File: config.mk
export PLATFORM = sky130hd
export DESIGN_NAME = dlsb_align_round
export DESIGN_NICKNAME = d
export VERILOG_FILES = /design/src/rtl/dlsb_align_round.sv
export SDC_FILE = /design/constraint.sdc
export NUM_CORES = 1
export LEC_CHECK = 0
export ABC_CLOCK_PERIOD_IN_PS = 7700
export BUFFER_PORTS_ARGS = -buffer_cell sky130_fd_sc_hd__buf_4
export CORE_MARGIN = 3
export CORE_UTILIZATION = 45
export CTS_CLUSTER_DIAMETER = 60
export DETAILED_ROUTE_END_ITERATION = 16
export MAX_ROUTING_LAYER = met4
export PLACE_DENSITY = 0.66
export SLEW_MARGIN = 10
export SYNTH_ARGS = -nofsm -noshare
export SYNTH_HDL_FRONTEND = slang
export SYNTH_SLANG_ARGS = --single-unit
File: constraint.sdc
create_clock -name clk -period 7.7 [get_ports clk]
set_input_delay 1.54 -clock clk [delete_from_list [all_inputs] [get_ports clk]]
set_output_delay 1.54 -clock clk [all_outputs]
set_load 0.01 [all_outputs]
File: src/rtl/dlsb_align_round.sv
module dlsb_align_round #(
  parameter int K   = 8,
  parameter int L   = 4,
  parameter int SHW = 4
) (
  input  logic             clk,
  input  logic             rst_n,
  input  logic [K:0]       sig_i,
  input  logic [SHW-1:0]   shamt_i,
  input  logic             left_i,
  input  logic             rnd_en_i,
  output logic [K+L:0]     wide_o,
  output logic [K:0]       narrow_o
);
  localparam int N = K + L;

  logic           xb;
  logic [N-1:0]   ext;
  logic [N-1:0]   lowmask;
  logic [N-1:0]   sh_r, sh_l, sh;
  logic           xb_r, xb_n;
  logic           rbit, s_or, s_and, below, above, up;

  assign xb  = sig_i[0];
  assign ext = {sig_i[K:1], {L{xb}}};

  always_comb begin
    if (int'(shamt_i) >= N) lowmask = '1;
    else                    lowmask = ({{(N-1){1'b0}}, 1'b1} << shamt_i) - 1'b1;
  end

  assign sh_r = $signed(ext) >>> shamt_i;
  assign xb_r = xb & (&(ext | ~lowmask));
  assign sh_l = (ext << shamt_i) | (xb ? lowmask : '0);

  assign sh   = left_i ? sh_l : sh_r;
  assign xb_n = left_i ? xb   : xb_r;

  assign rbit  = sh[L-1];
  assign s_or  = |{sh[L-2:0], xb_n};
  assign s_and = &{sh[L-2:0], xb_n};
  assign below = ~rbit & ~s_and;
  assign above = rbit & s_or;
  assign up    = rnd_en_i & (above | (~below & ~above & sh[L]));

  always_ff @(posedge clk) begin
    if (!rst_n) begin
      wide_o   <= '0;
      narrow_o <= '0;
    end else begin
      wide_o   <= {sh, xb_n};
      narrow_o <= {sh[N-1:L], up};
    end
  end


  core_kept_chk: assert property (@(posedge clk) disable iff (!rst_n)
    narrow_o[K:1] == wide_o[N:L+1]);


  chop_zero_chk: assert property (@(posedge clk) disable iff (!rst_n)
    !rnd_en_i |=> narrow_o[0] == 1'b0);


  above_half_chk: assert property (@(posedge clk) disable iff (!rst_n)
    (rnd_en_i && rst_n) |=> (wide_o[L] && (|wide_o[L-1:0])) -> narrow_o[0]);


  below_half_chk: assert property (@(posedge clk) disable iff (!rst_n)
    rnd_en_i |=> (!wide_o[L] && !(&wide_o[L-1:0])) -> !narrow_o[0]);


  rsat_uniform_chk: assert property (@(posedge clk) disable iff (!rst_n)
    (!left_i && int'(shamt_i) >= N) |=>
      (wide_o[N:1] == '0 || wide_o[N:1] == '1));


  lsat_uniform_chk: assert property (@(posedge clk) disable iff (!rst_n)
    (left_i && int'(shamt_i) >= N) |=>
      (wide_o == '0 || wide_o == '1) && wide_o[0] == $past(sig_i[0]));


  extend_copy_chk: assert property (@(posedge clk) disable iff (!rst_n)
    (!left_i && shamt_i == '0) |=>
      wide_o[L:0] == {(L+1){$past(sig_i[0])}} && wide_o[N:L+1] == $past(sig_i[K:1]));
endmodule

=== Word-level counts from Yosys, hierarchy flattened ===
Index checks and enable logic that the tools add are counted.

* Register bits: 22
* Input bits: 17
* Output and inout bits: 22
* Logic and storage cells: 28

* Add/subtract/negate cells: 1
* Order comparisons: 1
* Shift operators: 3
* Muxes and demuxes: 4
* Bitwise operators: 14
* Reductions and logical operators: 3

{| class="wikitable"
|+ Operators by type and width
! kind !! count
|-
| $mux W12 || 3
|-
| $or A12 B12 Y12 || 2
|-
| $not A12 Y12 || 1
|-
| $reduce_and A12 Y1 || 1
|-
| $shl A1 B4 Y12 const A || 1
|-
| $shl A12 B4 Y12 || 1
|-
| $sshr A12 B4 Y12 || 1
|-
| $sub A12 B1 Y12 const B || 1
|-
| $and A1 B1 Y1 || 6
|-
| $ge A4 B4 Y1 const B || 1
|-
| $not A1 Y1 || 4
|-
| $reduce_and A4 Y1 || 1
|-
| $reduce_or A4 Y1 || 1
|-
| $mux W1 || 1
|-
| $or A1 B1 Y1 || 1
|}

=== Depth between registers and ports, before layout ===
Gate-level depths: netlist of the first run.

* Word-level depth: 16
* Mapped depth: 12
* Depth with buffers taken out: 10

=== Worst setup path after synthesis of the first run ===
OpenSTA, ideal clock, no wires.

* Path type: input-to-reg
* Start: input port shamt_i[1]
* End: register narrow_o[0]
* Library setup time: 0.072 ns
* Data arrival time: 3.557 ns
* Data required time: 7.628 ns
* Path slack: 4.072 ns
* Cell stages on the path: 12
* Buffers on the path: 3
* Cells stage by stage: buf_6 -> inv_1 -> buf_1 -> nand3_1 -> ha_1 -> clkbuf_1 -> o22ai_1 -> a211oi_1 -> a211oi_1 -> o2111ai_1 -> and4_1 -> a2bb2oi_1

* Longest elaborated chain between the ends: 16
* Elaborated cells on any way between the ends: 26
* Those cells by class: 1 x add/sub; 1 x order compare; 3 x shift; 4 x mux; 14 x bitwise; 3 x reduce/logical

{| class="wikitable"
|+ Ends and longest elaborated chain
! element !! RTL line !! RTL
|-
| from (decl) || 9 || <nowiki>input logic [SHW-1:0] shamt_i,</nowiki>
|-
| $shl A1 B4 Y12 || 29 || <nowiki>else lowmask = ({{(N-1){1'b0}}, 1'b1} << shamt_i) - 1'b1;</nowiki>
|-
| $sub A12 B1 Y12 || 29 ||
|-
| $mux W12 || 28 || <nowiki>if (int'(shamt_i) >= N) lowmask = '1;</nowiki>
|-
| $not A12 Y12 || 33 || <nowiki>assign xb_r = xb & (&(ext | ~lowmask));</nowiki>
|-
| $or A12 B12 Y12 || 33 ||
|-
| $reduce_and A12 Y1 || 33 ||
|-
| $and A1 B1 Y1 || 33 ||
|-
| $mux W1 || 37 || <nowiki>assign xb_n = left_i ? xb : xb_r;</nowiki>
|-
| $reduce_and A4 Y1 || 41 || <nowiki>assign s_and = &{sh[L-2:0], xb_n};</nowiki>
|-
| $not A1 Y1 || 42 || <nowiki>assign below = ~rbit & ~s_and;</nowiki>
|-
| $and A1 B1 Y1 || 42 ||
|-
| $not A1 Y1 || 44 || <nowiki>assign up = rnd_en_i & (above | (~below & ~above & sh[L]));</nowiki>
|-
| $and A1 B1 Y1 (2 in series) || 44 ||
|-
| $or A1 B1 Y1 * || 44 ||
|-
| $and A1 B1 Y1 * || 44 ||
|-
| to (signal assigned) || 52 || <nowiki>narrow_o <= {sh[N-1:L], up};</nowiki>
|-
| to (decl) || 13 || <nowiki>output logic [K:0] narrow_o</nowiki>
|}

Mark *: on every way between the ends. The rest lies on a longest branch, timed or not.
A chain may end at the register's enable or synchronous reset.

=== Final worst setup path of the first run ===
Same ends and word-level chain as after synthesis.

==> impl_metrics.tcl, run 1 <==
set metrics [dict create \
    status "finished, final reports clean" \
    dr.first_iter.drc_count 118 \
    cp_cell_sequence "buf_4 > inv_1 > nand3_1 > ha_1 > xor2_1 > nor2_1 > nor2_1 > a211o_1 > o2111ai_1 > and4_1 > a2bb2oi_1" \
    mappedNetlistNets 241 \
    overflow 0 \
    worst_path_most_repeated_cell "nor2_1" \
    hp-class "in -> reg" \
    num_vias 1674 \
    cts-resized-gates 0 \
    critical_path_class "in -> reg" \
    worstSetupEndpoint "narrow_o[0]" \
    finalSetupViolCount 0 \
    ys_ff_latch 14 \
    tns_ps 0 \
    cts.clk_slew.worst_paths_ps 80 \
    cts_tree "done" \
    die_area_mm2 0.00430 \
    slew_headroom_pct 67.9 \
    holdWs_ps 1550 \
    io_pins 39 \
    async_flop_share_pct 0 \
    initial_core_util_pct 47.1 \
    worst_pin_slew_ps 481 \
    ant_nets 0 \
    crit_start "shamt_i[1]" \
    clk_path_buf_depth 2 \
    wire_per_inst_um 16.2 \
    gp_congestion 0.879 \
    numCtsBuffers 3 \
    slew_viol_final 0 \
    grt.total_usage_pct 22.4 \
    drive_above_1_share_pct 22.0 \
    nFillCells 356 \
    syn-cell-area_mm2 0.00160 \
    die_h_um 65.6 \
    maxCapViolCount 0 \
    die_x_um 65.6 \
    cp-end-kind "register" \
    path_buf_inv 2 \
    hold_viol_final 0 \
    fin_crit_ps 3720 \
    first_pass_iters 4 \
    required_ps 7860 \
    yosysWarnings 0 \
    max_freq_mhz 269 \
    fin_util_pct 53.1 \
    synth.distinct_cells 50 \
    wl_um 4580 \
    postSynthAreaPerCell_um2 7.16 \
    syn2layout_area_growth_pct 12.7 \
    antenna_found_initial 0 \
    htree_levels 1 \
    syn_inst 223 \
    total_power_w 0.000230 \
    cp_slowest_stage_delay_ps 400 \
    dp_hpwl_um 3310 \
    viasPerCell 5.94 \
    crit_fanout 31 \
    placed_area_mm2 0.00176 \
    grt_max_degree 35 \
    n_antenna_cell 0 \
    port_buffers 38 \
    post_cts_buffers 0 \
    drc_errors 0 \
    grt_pass1_vias 1502 \
    p_leak_nw 0.779 \
    root_buffer "clkbuf_4" \
    arrival_ps 3880 \
    power.density_mw_per_mm2 127 \
    nets 255 \
    fin_area_mm2 0.00180 \
    cp_slowest_cell "inv_1" \
    cts_sinks 14 \
    rsz0062_at_grt "false" \
    grt_first_pass_wirelength_um 7400 \
    cts_hold_buf 0 \
    cpLargestDelayFamily "buffers and inverters" \
    peakVddDrop_mv 0.0406 \
    ys.flop_type "dfxtp_1" \
    fin_crit_sh_pct 48.3 \
    rows 21 \
    cp_num_cells 11 \
    core_mm2 0.00339 \
    cp-start-kind "input port" \
    synth_enable_flop_cells 0 \
    yosysSeqAreaShare_pct 17.5 \
]
==> area by class of cell <==
class                   count  area, um2  share of cell area (%)
clock buffers               4       36.3                    2.02
inverters                   5       18.8                    1.04
multi-input cells         175       1120                    62.3
flip-flops and latches     14        280                    15.6
well taps                  46       57.6                    3.20
repair buffers             38        285                    15.8
==> layout by cell type (no fill, tap or decap), types with 2 or more instances in the layout <==
| cell type | instances |
|---|---|
| nor3_1 | 3 |
| clkbuf_4 | 3 |
| o22ai_1 | 3 |
| a21o_1 | 2 |
| nor2b_1 | 2 |
| a31oi_1 | 4 |
| nand2_1 | 23 |
| nand2b_1 | 4 |
| and2_1 | 3 |
| mux2_2 | 3 |
| or3_1 | 2 |
| a21oi_1 | 23 |
| a211oi_1 | 9 |
| o21ai_1 | 2 |
| buf_4 | 38 |
| and3_1 | 2 |
| nor2_1 | 21 |
| mux2i_1 | 16 |
| inv_1 | 5 |
| and4_1 | 2 |
| dfxtp_1 | 14 |
| o211ai_1 | 9 |
| o21ai_0 | 15 |
| nand3_1 | 3 |
| o31ai_1 | 2 |
==> sequential cells by signal, summed over array words and instances, names as in the netlist <==
register	flops
wide_o	13
narrow_o	1
==> metrics by stage <==
stage / setup slack (ps) / std cells
after floorplan: 4070 / 223
after global placement: 3820 / 278
after detailed placement: 3790 / 278
after CTS: 4070 / 282
after global routing: 3740 / 282
final: 3980 / 282
==> tightest hold or removal path, stage by stage <==
cell and delay (ps):
buf_4 150, nand2_1 60, a21oi_1 30
==> metal layers <==
metal / up-vias / routed length (um) / part of all wire, % / global-route usage (%)
met2: 65 / 2090 / 46 / 34.6
met1: 771 / 2160 / 47 / 31.3
met4: 0 / 40 / 0.87 / 7.25
li1: 834 / - / - / -
met5: - / 0 / 0 / -
met3: 4 / 286 / 6.2 / 1.20
==> Yosys cell counts, types with 5 or more instances <==
cell      number  area share [%]
mux2i_1       16              10
o211ai_1       9             4.2
buf_2          9             2.8
a211oi_1       9             4.2
inv_1          5             1.2
nand2_1       23             5.4
nor2_1        21             4.9
buf_4          9             4.2
clkbuf_1       6             1.4
o21ai_0       15             4.7
a21oi_1       23             7.2
dfxtp_1       14              18
==> cell families after synthesis <==
| family | count (synthesis) | share of synthesized area [%] |
|---|---|---|
| compound gates | 80 | 32.2 |
| simple gates | 71 | 21.4 |
| buf+inv | 34 | 12.2 |
| mux | 22 | 15.3 |
| flops | 14 | 17.5 |
| xor+xnor | 1 | 0.548 |
| fa+ha+maj | 1 | 0.783 |
==> worst min path at each step <==
stage,slack (ps),end,startpoint,cells past startpoint
floorplan,1660,wide_o[10],rst_n,2
global placement,1830,wide_o[3],rst_n,2
detailed placement,1840,wide_o[1],rst_n,2
CTS,1550,wide_o[10],rst_n,3
global route,1560,wide_o[1],rst_n,2
finish,1550,wide_o[10],rst_n,3
==> power breakdown <==
| part | switching, W | total [W] | internal (W) |
|---|---|---|---|
| Sequential | 0.00000215 | 0.0000804 | 0.0000782 |
| Combinational | 0.0000579 | 0.0000997 | 0.0000417 |
| Clock | 0.0000208 | 0.0000495 | 0.0000287 |
| Total | 0.0000809 | 0.000230 | 0.000149 |
No activity file was read; power rests on OpenSTA's default activity.
==> inputs of run 2 (changes only) <==
--- a/config.mk
+++ b/config.mk
@@ -5,14 +5,14 @@
 export SDC_FILE = /design/constraint.sdc
 export NUM_CORES = 1
 export LEC_CHECK = 0
-export ABC_CLOCK_PERIOD_IN_PS = 7700
+export ABC_CLOCK_PERIOD_IN_PS = 3200
 export BUFFER_PORTS_ARGS = -buffer_cell sky130_fd_sc_hd__buf_4
 export CORE_MARGIN = 3
 export CORE_UTILIZATION = 45
 export CTS_CLUSTER_DIAMETER = 60
 export DETAILED_ROUTE_END_ITERATION = 16
 export MAX_ROUTING_LAYER = met4
-export PLACE_DENSITY = 0.66
+export PLACE_DENSITY = 0.69
 export SLEW_MARGIN = 10
 export SYNTH_ARGS = -nofsm -noshare
 export SYNTH_HDL_FRONTEND = slang
==> constraint.sdc (replaced) <==
create_clock -name clk -period 3.2 [get_ports clk]
set_input_delay 0.64 -clock clk [delete_from_list [all_inputs] [get_ports clk]]
set_output_delay 0.64 -clock clk [all_outputs]
set_load 0.01 [all_outputs]
==> run 2 against run 1 <==
Sequential cell count stayed put. Sequential share of layout area is 0.26 points lower. Sequential power is 140% higher. Die area did not move. Global-route usage fell by 1.3 points. Setup slack lost 3400 ps. Clock power grew to 2.5 times the previous value.
==> impl_metrics.tcl, run 2 (same netlist as run 1, synthesis figures left out) <==
set metrics [dict create \
    status "finished, final reports clean" \
    post_cts_buffers 0 \
    layout_common_cells "42 x buf_4, 23 x nand2_1, 23 x a21oi_1" \
    multi_input_area_mm2 0.00112 \
    critical_path_class "in -> reg" \
    arrival_ps 2840 \
    worst_pin_slew_ps 435 \
    antenna_found_initial 0 \
    io_pins 39 \
    syn2layout_area_growth_pct 14.6 \
    required_ps 3370 \
    hp-class "in -> reg" \
    finalSetupViolCount 0 \
    dp_hpwl_um 3260 \
    final_common_cell "buf_4" \
    first_pass_iters 4 \
    n_antenna_cell 0 \
    worst_slack_ps 536 \
    cts-resized-gates 0 \
    htree_levels 1 \
    dr.first_iter.drc_count 93 \
    drive_above_1_share_pct 23.3 \
    ant_nets 0 \
    fin_crit_ps 2660 \
    nets 259 \
    max_freq_mhz 375 \
    grt_first_pass_wirelength_um 6910 \
    slew_viol_final 0 \
    grt.total_usage_pct 21.1 \
    gp_congestion 0.884 \
    rsz0062_at_grt "false" \
    overflow 0 \
    viasPerCell 6.03 \
    die_x_um 65.6 \
    root_buffer "clkbuf_4" \
    num_vias 1725 \
    place_ws_ps 256 \
    initial_core_util_pct 47.1 \
    peakVddDrop_mv 0.135 \
    rows 21 \
    hold_start "rst_n" \
    p_leak_nw 0.798 \
    biggestRegsByFlops "wide_o (13), narrow_o (1)" \
    cts_tree "done" \
    power.density_mw_per_mm2 305 \
    hold_depth 2 \
    hold_viol_final 0 \
    ff_latch_area_um2 280 \
    drc_errors 0 \
    largest_reg_flops 13 \
    crit_fanout 31 \
    grt_pass1_vias 1495 \
    grt_max_degree 34 \
    slew_headroom_pct 70.9 \
    die_h_um 65.6 \
    min_to "wide_o[3]" \
    cts.clk_slew.worst_paths_ps 90 \
    wire_per_inst_um 15.6 \
    maxCapViolCount 0 \
    cts_hold_buf 0 \
    tns_ps 0 \
    nFillCells 323 \
    port_buffers 38 \
    core_mm2 0.00339 \
    cts_sinks 14 \
    cp-end-kind "register" \
    cp-start-kind "input port" \
    max_flop_register "wide_o" \
    fin_crit_sh_pct 83.2 \
    clk_path_buf_depth 2 \
    numCtsBuffers 3 \
    die_area_mm2 0.00430 \
    holdWs_ps 625 \
    wl_um 4460 \
]
[run 2: cell types whose count changed in the layout (fill, tap and decap cells not counted)]
cell | before | now
buf_4 | 38 | 42
[run 2: area by class of cell]
| type | count | area share [%] |
|---|---|---|
| timing repair buffer | 42 | 17.2 |
| tap | 46 | 3.14 |
| multi-input combinational | 175 | 61.3 |
| sequential | 14 | 15.3 |
| clock buffer | 4 | 1.98 |
| inverter | 5 | 1.03 |
[run 2: worst max path at each step]
| stage | startpoint | endpoint | slack (ps) | depth (start not counted) |
|---|---|---|---|---|
| floorplan | shamt_i[1] | narrow_o[0] | 470 | 12 |
| global route | shamt_i[1] | narrow_o[0] | 230 | 11 |
| detailed placement | shamt_i[1] | narrow_o[0] | 260 | 11 |
| global placement | shamt_i[1] | narrow_o[0] | 300 | 11 |
| CTS | shamt_i[1] | narrow_o[0] | 560 | 11 |
| finish | shamt_i[1] | narrow_o[0] | 540 | 11 |
[run 2: power breakdown]
part	switching (W)	internal [W]	total, W
sequential	0.00000556	0.000188	0.000194
combinational	0.000136	0.000104	0.000240
clock	0.0000558	0.0000693	0.000125
total	0.000198	0.000361	0.000559
[run 2: critical path, stage by stage]
cell	delay, ps
buf_4	200
nor2_1	390
nand2_1	140
ha_1	340
xor2_1	190
nor2_1	140
nor2_1	70
a211o_1	300
o2111ai_1	140
and4_1	230
a2bb2oi_1	60
[run 2: metrics by stage]
stage,cell area (um2),cells,util [%],power (W)
4_1_cts,1830,286,54.0,0.000559
3_5_place_dp,1790,282,52.9,0.000435
5_1_grt,1830,286,54.0,0.000594
6_report,1830,286,54.0,0.000559
2_1_floorplan,1600,223,-,0.000364
3_3_place_gp,1790,282,52.9,0.000436
[run 2: metal layers]
| layer | up-vias | global-route usage, % | routed length (um) |
|---|---|---|---|
| met5 | - | - | 0 |
| met4 | 0 | 11.4 | 187 |
| met3 | 18 | 3.08 | 369 |
| met2 | 94 | 31.6 | 2040 |
| met1 | 771 | 27.3 | 1860 |
| li1 | 842 | - | - |
==> inputs of run 3 (changes only) <==
--- a/config.mk
+++ b/config.mk
@@ -5,14 +5,14 @@
 export SDC_FILE = /design/constraint.sdc
 export NUM_CORES = 1
 export LEC_CHECK = 0
-export ABC_CLOCK_PERIOD_IN_PS = 3200
+export ABC_CLOCK_PERIOD_IN_PS = 2700
 export BUFFER_PORTS_ARGS = -buffer_cell sky130_fd_sc_hd__buf_4
 export CORE_MARGIN = 3
 export CORE_UTILIZATION = 45
 export CTS_CLUSTER_DIAMETER = 60
 export DETAILED_ROUTE_END_ITERATION = 16
 export MAX_ROUTING_LAYER = met4
-export PLACE_DENSITY = 0.69
+export PLACE_DENSITY = 0.66
 export SLEW_MARGIN = 10
 export SYNTH_ARGS = -nofsm -noshare
 export SYNTH_HDL_FRONTEND = slang
==> constraint.sdc (replaced) <==
create_clock -name clk -period 2.7 [get_ports clk]
set_input_delay 0.54 -clock clk [delete_from_list [all_inputs] [get_ports clk]]
set_output_delay 0.54 -clock clk [all_outputs]
set_load 0.01 [all_outputs]
==> run 3 against run 2 <==
Wire length rose by 5.1%. Via count rose by 2.1%. Non-clock buffer count rose by 4. Critical path depth did not move. Critical endpoint unchanged. Largest cell class unchanged. Largest power group unchanged. Highest routed layer unchanged.
==> impl_metrics.tcl, run 3 (same netlist as run 1, synthesis figures left out) <==
set metrics [dict create \
    status "finished, final reports clean" \
    fin_util_pct 54.9 \
    largest_reg_flops 13 \
    p_int_w 0.000432 \
    power.density_mw_per_mm2 357 \
    first_pass_iters 4 \
    max_flop_register "wide_o" \
    cts_hold_buf 0 \
    hold_viol_final 0 \
    grt.total_usage_pct 23.1 \
    cts.clk_slew.worst_paths_ps 80 \
    post_cts_buffers 0 \
    core_mm2 0.00339 \
    slew_viol_final 0 \
    cp-start-kind "input port" \
    worstSetupEndpoint "narrow_o[0]" \
    critical_path_class "in -> reg" \
    tns_ps 0 \
    dp_hpwl_um 3370 \
    numCtsBuffers 3 \
    rsz0062_at_grt "false" \
    arrival_ps 2480 \
    cts_sinks 14 \
    grt_max_degree 34 \
    finalSetupViolCount 0 \
    peakVddDrop_mv 0.135 \
    seq_power_share_pct 34.4 \
    cp-end-kind "register" \
    max_freq_mhz 431 \
    num_vias 1761 \
    fin_crit_ps 2320 \
    crit_start "shamt_i[2]" \
    p_clk_share_pct 21.4 \
    drive_above_1_share_pct 24.6 \
    wire_per_inst_um 16.2 \
    final_common_cell "buf_4" \
    io_pins 39 \
    ant_nets 0 \
    fin_crit_sh_pct 85.9 \
    hp-class "in -> reg" \
    switchingPower_w 0.000233 \
    initial_core_util_pct 47.1 \
    syn2layout_area_growth_pct 16.4 \
    slew_headroom_pct 73.1 \
    n_antenna_cell 0 \
    overflow 0 \
    grt_first_pass_wirelength_um 7480 \
    biggestRegsByFlops "wide_o (13), narrow_o (1)" \
    gp_congestion 0.958 \
    die_x_um 65.6 \
    htree_levels 1 \
    viasPerCell 6.07 \
    crit_fanout 7 \
    comb_power_share_pct 44.2 \
    cts_tree "done" \
    root_buffer "clkbuf_4" \
    nFillCells 333 \
    die_area_mm2 0.00430 \
    drc_errors 0 \
    layout_common_cells "46 x buf_4, 23 x nand2_1, 23 x a21oi_1" \
    switching_share_pct 35.1 \
    die_h_um 65.6 \
    antenna_found_initial 0 \
    fin_area_mm2 0.00186 \
    cts-resized-gates 0 \
    grt_pass1_vias 1473 \
    port_buffers 38 \
    dr.first_iter.drc_count 114 \
    placed_area_mm2 0.00182 \
    clk_path_buf_depth 2 \
    maxCapViolCount 0 \
    rows 21 \
    required_ps 2860 \
    worst_pin_slew_ps 403 \
    p_leak_nw 0.817 \
    nets 263 \
    wl_um 4690 \
]
[run 3: critical path, stage by stage]
cell and delay, ps:
buf_4 110, nor2_1 260, nand3_1 130, ha_1 300, xor2_1 170, nor2_1 130, nor2_1 70, a211o_1 300
o2111ai_1 170, and4_1 240, a2bb2oi_1 50
[run 3: layout make-up]
type	count	area (um2)	share of cell area, %
tap	46	57.6	3.09
inverter	5	18.8	1.01
timing repair buffer	46	345	18.6
multi-input combinational	175	1120	60.3
sequential	14	280	15.1
clock buffer	4	36.3	1.95
[run 3: worst min path at each step]
stage | startpoint | end | slack (ps) | cells after the start
global placement | rst_n | wide_o[3] | 830 | 2
CTS | rst_n | wide_o[10] | 530 | 3
global route | rst_n | wide_o[10] | 540 | 3
floorplan | rst_n | wide_o[10] | 660 | 2
detailed placement | rst_n | wide_o[10] | 830 | 3
finish | rst_n | wide_o[10] | 550 | 3
[run 3: metrics by stage]
stage / worst slack [ps] / std cells / total power, W / hold WS (ps)
after floorplan: 71.8 / 223 / 0.000431 / 656
after global placement: 162 / 286 / 0.000524 / 831
after detailed placement: 127 / 286 / 0.000523 / 832
after CTS: 409 / 290 / 0.000667 / 534
after global routing: 183 / 290 / 0.000710 / 545
final: 381 / 290 / 0.000665 / 546
[run 3: metal layers]
| layer | up-vias | GRT usage [%] | wire length [um] |
|---|---|---|---|
| met5 | - | - | 0 |
| met4 | 0 | 9.84 | 74 |
| met3 | 6 | 3.08 | 466 |
| met2 | 103 | 33.2 | 2100 |
| met1 | 800 | 32.2 | 2050 |
| li1 | 852 | - | - |
[run 3: power groups by stage]
| stage | registers, W | clock network [W] | logic (W) |
|---|---|---|---|
| 3_3_place_gp | 0.000233 | 0 | 0.000290 |
| 2_1_floorplan | 0.000243 | 0 | 0.000188 |
| 3_5_place_dp | 0.000234 | 0 | 0.000289 |
| 4_1_cts | 0.000229 | 0.000147 | 0.000290 |
| 6_report | 0.000229 | 0.000142 | 0.000293 |
| 5_1_grt | 0.000231 | 0.000159 | 0.000320 |
